<file path="config.mk">
export PLATFORM = sky130hd
export DESIGN_NAME = wait_poll_engine
export DESIGN_NICKNAME = d
export VERILOG_FILES = /design/src/rtl/wait_pkg.sv /design/src/rtl/wait_cmp.sv /design/src/rtl/wait_timer.sv /design/src/rtl/wait_flags.sv /design/src/rtl/wait_poll_engine.sv
export SDC_FILE = /design/constraint.sdc
export NUM_CORES = 1
export LEC_CHECK = 0
export BUFFER_PORTS_ARGS = -buffer_cell sky130_fd_sc_hd__buf_2
export CAP_MARGIN = 20
export CORE_UTILIZATION = 49
export DETAILED_ROUTE_END_ITERATION = 12
export PLACE_DENSITY = 0.76
export SYNTH_ARGS = -nofsm -noshare
export SYNTH_HDL_FRONTEND = slang
export SYNTH_SLANG_ARGS = --single-unit
</file>
<file path="constraint.sdc">
create_clock -name clk -period 2.2 [get_ports clk]
set_input_delay 0.11 -clock clk [delete_from_list [all_inputs] [get_ports clk]]
set_output_delay 0.11 -clock clk [all_outputs]
set_load 0.005 [all_outputs]
</file>
<file path="src/rtl/wait_pkg.sv">
package wait_pkg;

    localparam int DATA_W = 32;

    typedef enum logic [0:0] {
        ST_IDLE = 1'b0,
        ST_POLL = 1'b1
    } wstate_e;

    typedef enum logic [1:0] {
        OUT_NONE  = 2'd0,
        OUT_MATCH = 2'd1,
        OUT_UNMAP = 2'd2,
        OUT_TMO   = 2'd3
    } outcome_e;

    typedef struct packed {
        logic [DATA_W-1:0] value;
        logic [DATA_W-1:0] mask;
    } cmp_pair_t;

    localparam int FLAG_UNMAP = 0;
    localparam int FLAG_TMO   = 1;
    localparam int FLAG_HALT  = 2;
    localparam int NUM_FLAGS  = 3;

    function automatic logic masked_hit(input logic [DATA_W-1:0] rd, input cmp_pair_t p);
        return ((rd ^ p.value) & ~p.mask) == '0;
    endfunction

endpackage

</file>
<file path="src/rtl/wait_cmp.sv">
module wait_cmp
    import wait_pkg::*;
(
    input  cmp_pair_t         pair,
    input  logic [DATA_W-1:0] rdata,
    output logic              hit
);
    always_comb hit = masked_hit(rdata, pair);
endmodule

</file>
<file path="src/rtl/wait_timer.sv">
module wait_timer #(
    parameter int TMR_W = 16
) (
    input  logic             clk,
    input  logic             rst,
    input  logic             clear,
    input  logic             en,
    input  logic [TMR_W-1:0] limit,
    output logic             expired
);
    localparam logic [TMR_W-1:0] CNT_MAX = {TMR_W{1'b1}};

    logic [TMR_W-1:0] cnt_q;

    always_ff @(posedge clk) begin
        if (rst || clear) begin
            cnt_q <= '0;
        end else if (en && cnt_q != CNT_MAX) begin
            cnt_q <= cnt_q + 1'b1;
        end
    end

    always_comb expired = en && (cnt_q >= limit);
endmodule

</file>
<file path="src/rtl/wait_flags.sv">
module wait_flags
    import wait_pkg::*;
(
    input  logic                 clk,
    input  logic                 rst,
    input  logic [NUM_FLAGS-1:0] set,
    input  logic [NUM_FLAGS-1:0] clr,
    output logic [NUM_FLAGS-1:0] flags
);
    for (genvar i = 0; i < NUM_FLAGS; i++) begin : g_flag
        logic f_q;
        always_ff @(posedge clk) begin
            if (rst) begin
                f_q <= 1'b0;
            end else if (set[i]) begin
                f_q <= 1'b1;
            end else if (clr[i]) begin
                f_q <= 1'b0;
            end
        end
        assign flags[i] = f_q;
    end
endmodule

</file>
<file path="src/rtl/wait_poll_engine.sv">
module wait_poll_engine
    import wait_pkg::*;
#(
    parameter int ADDR_W = 30,
    parameter int TMR_W  = 16
) (
    input  logic              clk,
    input  logic              rst,
    input  logic              start_valid,
    output logic              start_ready,
    input  logic [ADDR_W-1:0] blk_addr,
    input  logic [31:0]       blk_value,
    input  logic [31:0]       blk_mask,
    input  logic [TMR_W-1:0]  tmo_limit,
    output logic              rd_req,
    output logic [ADDR_W-1:0] rd_addr,
    input  logic              rd_ack,
    input  logic [31:0]       rd_data,
    input  logic              rd_unmapped,
    input  logic [2:0]        flag_clr,
    output logic              sts_unmapped,
    output logic              sts_timeout,
    output logic              halt_req,
    output logic              done_valid,
    output logic              done_abort
);
    wstate_e           state_q;
    logic              issued_q;
    logic [ADDR_W-1:0] addr_q;
    cmp_pair_t         pair_q;
    logic [TMR_W-1:0]  limit_q;
    logic              done_valid_q;
    logic              done_abort_q;

    logic     busy;
    logic     accept;
    logic     rsp;
    logic     hit;
    logic     expired;
    outcome_e outcome;
    logic [NUM_FLAGS-1:0] flag_set;
    logic [NUM_FLAGS-1:0] flag_q;

    assign busy        = (state_q == ST_POLL);
    assign start_ready = (state_q == ST_IDLE);
    assign accept      = start_valid && start_ready;
    assign rd_req      = busy && !issued_q;
    assign rd_addr     = addr_q;
    assign rsp         = busy && rd_ack;

    wait_cmp u_cmp (
        .pair  (pair_q),
        .rdata (rd_data),
        .hit   (hit)
    );

    wait_timer #(.TMR_W(TMR_W)) u_timer (
        .clk     (clk),
        .rst     (rst),
        .clear   (accept),
        .en      (busy),
        .limit   (limit_q),
        .expired (expired)
    );

    // A deciding response outranks a timeout in the same cycle.
    always_comb begin
        outcome = OUT_NONE;
        if (rsp && rd_unmapped) begin
            outcome = OUT_UNMAP;
        end else if (rsp && hit) begin
            outcome = OUT_MATCH;
        end else if (expired) begin
            outcome = OUT_TMO;
        end
    end

    always_ff @(posedge clk) begin
        if (rst) begin
            state_q      <= ST_IDLE;
            issued_q     <= 1'b0;
            addr_q       <= '0;
            pair_q       <= '0;
            limit_q      <= '0;
            done_valid_q <= 1'b0;
            done_abort_q <= 1'b0;
        end else begin
            done_valid_q <= 1'b0;
            done_abort_q <= 1'b0;
            unique case (state_q)
                ST_IDLE: begin
                    if (accept) begin
                        state_q      <= ST_POLL;
                        issued_q     <= 1'b0;
                        addr_q       <= blk_addr;
                        pair_q.value <= blk_value;
                        pair_q.mask  <= blk_mask;
                        limit_q      <= tmo_limit;
                    end
                end
                ST_POLL: begin
                    if (outcome != OUT_NONE) begin
                        state_q      <= ST_IDLE;
                        issued_q     <= 1'b0;
                        done_valid_q <= 1'b1;
                        done_abort_q <= (outcome == OUT_TMO);
                    end else if (rsp) begin
                        issued_q <= 1'b0;
                    end else if (rd_req) begin
                        issued_q <= 1'b1;
                    end
                end
                default: state_q <= ST_IDLE;
            endcase
        end
    end

    always_comb begin
        flag_set             = '0;
        flag_set[FLAG_UNMAP] = (outcome == OUT_UNMAP);
        flag_set[FLAG_TMO]   = (outcome == OUT_TMO);
        flag_set[FLAG_HALT]  = (outcome == OUT_TMO);
    end

    wait_flags u_flags (
        .clk   (clk),
        .rst   (rst),
        .set   (flag_set),
        .clr   (flag_clr),
        .flags (flag_q)
    );

    assign sts_unmapped = flag_q[FLAG_UNMAP];
    assign sts_timeout  = flag_q[FLAG_TMO];
    assign halt_req     = flag_q[FLAG_HALT];
    assign done_valid   = done_valid_q;
    assign done_abort   = done_abort_q;
endmodule

</file>
==> results_dict.tcl <==
set metrics [dict create \
    io_buffers 186 \
    netlist_area_um2 5110 \
    antenna_found_initial 2 \
    ys_types 39 \
    area.growth.synth_to_final_pct 55.9 \
    ir_worst_vdd_v 0.000474 \
    fp.dieW_um 104 \
    finalSetupViolCount 0 \
    ant_nets 0 \
    synth.top_cell.area_share_pct 52.1 \
    criticalPathCategory "flop to flop" \
    grt_max_degree 67 \
    initial_core_util_pct 51.4 \
    drt_wl_total_mm 16.4 \
    cts_max_path_buffers 2 \
    dieArea_um2 10800 \
    synthArstFlopShare_pct 0 \
    numCtsBuffers 17 \
    hold_viol 0 \
    powerDensity_nw_per_um2 774 \
    rows 36 \
    arrival_ps 2520 \
    overflow 0 \
    ys_ff_latch 133 \
    final_common_cell "buf_2" \
    reg2reg_from "u_timer.cnt_q[6]" \
    worstSkewPairLatency_ps 510 \
    routedWlPerCell_um 17.6 \
    final_nets 953 \
    synth_top_area_cell "dfxtp_1" \
    syn_nets 647 \
    ff2ff_path_depth 7 \
    worstSetupEndpointType "flop" \
    layout-drive-gt1-share_pct 29.3 \
    synthFlopType "dfxtp_1" \
    yosys-top-cells-area "dfxtp_1 (52%), a22o_1 (16%), xnor2_1 (6.0%)" \
    clock_skew_ps 6.76 \
    post-route-cell-area_um2 7970 \
    syn-instance-count 480 \
    grt_pass1_vias 5353 \
    cts_sinks 133 \
    ios 187 \
    max_freq_mhz 477 \
    synth_warnings 0 \
    slew_violations 0 \
    mostFrequentLayoutCells "buf_2 (186), dfxtp_1 (133), dlygate4sd3_1 (119)" \
    status "finished, final reports clean" \
    hp-class "input port to flop" \
    relSlewSlack_pct 65.5 \
    p_leak_nw 3.55 \
    max_cap_viol_count 0 \
    fill_cells 600 \
    drc 0 \
    synth_seq_area_share_pct 52.1 \
    startpoint "u_timer.cnt_q[6]" \
    avgSynthCellArea_um2 10.7 \
    r2r_end "busy" \
    place_hpwl_mm 9.05 \
    placed_area_um2 6190 \
    tightest_slew_ps 517 \
    required_ps 2620 \
    place.gp.congestion 0.823 \
    dp_cells 779 \
    dieHeight_um 104 \
    cts_tree "done" \
    period_needed_ps 2100 \
    critPathMaxFanout 5 \
    firstDrtPassIters 7 \
    cts_root_buffer "clkbuf_8" \
    start_kind "flop" \
    r2r_setup_slack_ps 100 \
    vias_per_cell 5.44 \
    core_area_um2 9950 \
    first_iter_violations 214 \
    grt_usage_pct 30.6 \
    htree_levels 4 \
    post-route-util_pct 80.1 \
    finalNonFillerCells 933 \
    via_count 5078 \
    clk_pin_slew_ps 60 \
    fin_crit_sh_pct 95.3 \
    grt_pass1_wl_mm 26.1 \
    synth-edff-count 0 \
    cp-endpoint "busy" \
]
## synth_stat cells, types with 11 or more instances
| library cell | count |
|---|---|
| a22o_1 | 94 |
| dfxtp_1 | 133 |
| inv_1 | 18 |
| a21oi_1 | 11 |
| clkbuf_1 | 24 |
| o21ai_0 | 23 |
| xnor2_1 | 35 |
| nand2_1 | 26 |
| o22ai_1 | 15 |
| ha_1 | 17 |
| nor2_1 | 14 |
## where the power goes
group	switching [mW]	leakage, nW	internal [mW]
clock network	1.01	0.263	1.62
logic	0.383	2.20	0.489
registers	0.0989	1.09	2.57
## flip-flops by register name (all words and copies together), names as in the netlist
name	flops
u_timer.cnt_q	16
done_valid	1
pair_q	64
rd_addr	30
limit_q	16
busy	1
u_flags.g_flag.f_q	3
done_abort	1
issued_q	1
## cells by family (layout without fill, tap and decap cells)
group	count (synthesis)	after routing	share of synthesized area, %
compound gates	163	163	25.3
xor+xnor	40	40	6.85
fa+ha+maj	17	17	4.16
buf+inv	46	364	3.40
flops	133	133	52.1
mux	1	1	0.196
other cells	0	2	0
simple gates	80	80	7.98
## per-layer routing
metal  vias up  part of all wire, %  wire (µm)  global-route usage [%]
li1       2395                    -          -                       -
met1      2376                   38       6220                    32.9
met2       238                   51       8390                    53.5
met3        69                  5.8        961                    6.89
met4         0                  5.3        879                    20.9
met5         -                    0          0                       0
## what timing repair did
action                                 in CTS  in global routing
endpoints found under the hold margin     116                  0
hold buffers                              119                  0
buffers inserted                            0                  2
setup endpoints to repair                   0                  4
gates resized for setup                     0                  4
## worst max-delay path, cell delays in order, from the launching register on
cell	delay [ps]
dfxtp_1	400
ha_1	290
and3_1	200
a221oi_2	240
o21ai_1	110
a211oi_2	340
inv_1	150
o32ai_2	280
## worst min-delay path by stage
| stage | endpoint | slack (ps) | cells past startpoint | startpoint |
|---|---|---|---|---|
| finish | done_abort | 290 | 6 | rd_data[30] |
| global route | done_abort | 310 | 6 | rd_data[30] |
| CTS | done_abort | 240 | 5 | rd_data[30] |
| detailed placement | limit_q[10] | 310 | 3 | tmo_limit[10] |
| global placement | limit_q[13] | 310 | 3 | tmo_limit[13] |
| floorplan | limit_q[10] | 220 | 2 | tmo_limit[10] |
## layout make-up
type / instances / area (µm²) / area share [%]
timing repair buffer: 315 / 2210 / 27.7
inverter: 18 / 67.6 / 0.847
clock buffer: 21 / 439 / 5.51
multi-input combinational: 301 / 2310 / 29.0
clock inverter: 10 / 108 / 1.35
sequential: 133 / 2660 / 33.4
tap: 133 / 166 / 2.09
antenna: 2 / 5.00 / 0.0628
## per-stage QoR
step                hold slack (ps)  power (mW)  setup TNS, ps  worst slack [ps]
floorplan                       219        3.06              0               307
global placement                305        3.33              0               195
detailed placement              311        3.36              0               140
CTS                             244        6.12              0               131
global route                    308        6.40          -80.1             -65.6
finish                          286        6.17              0               104
Note: power is estimated with default switching activity, not from simulation.
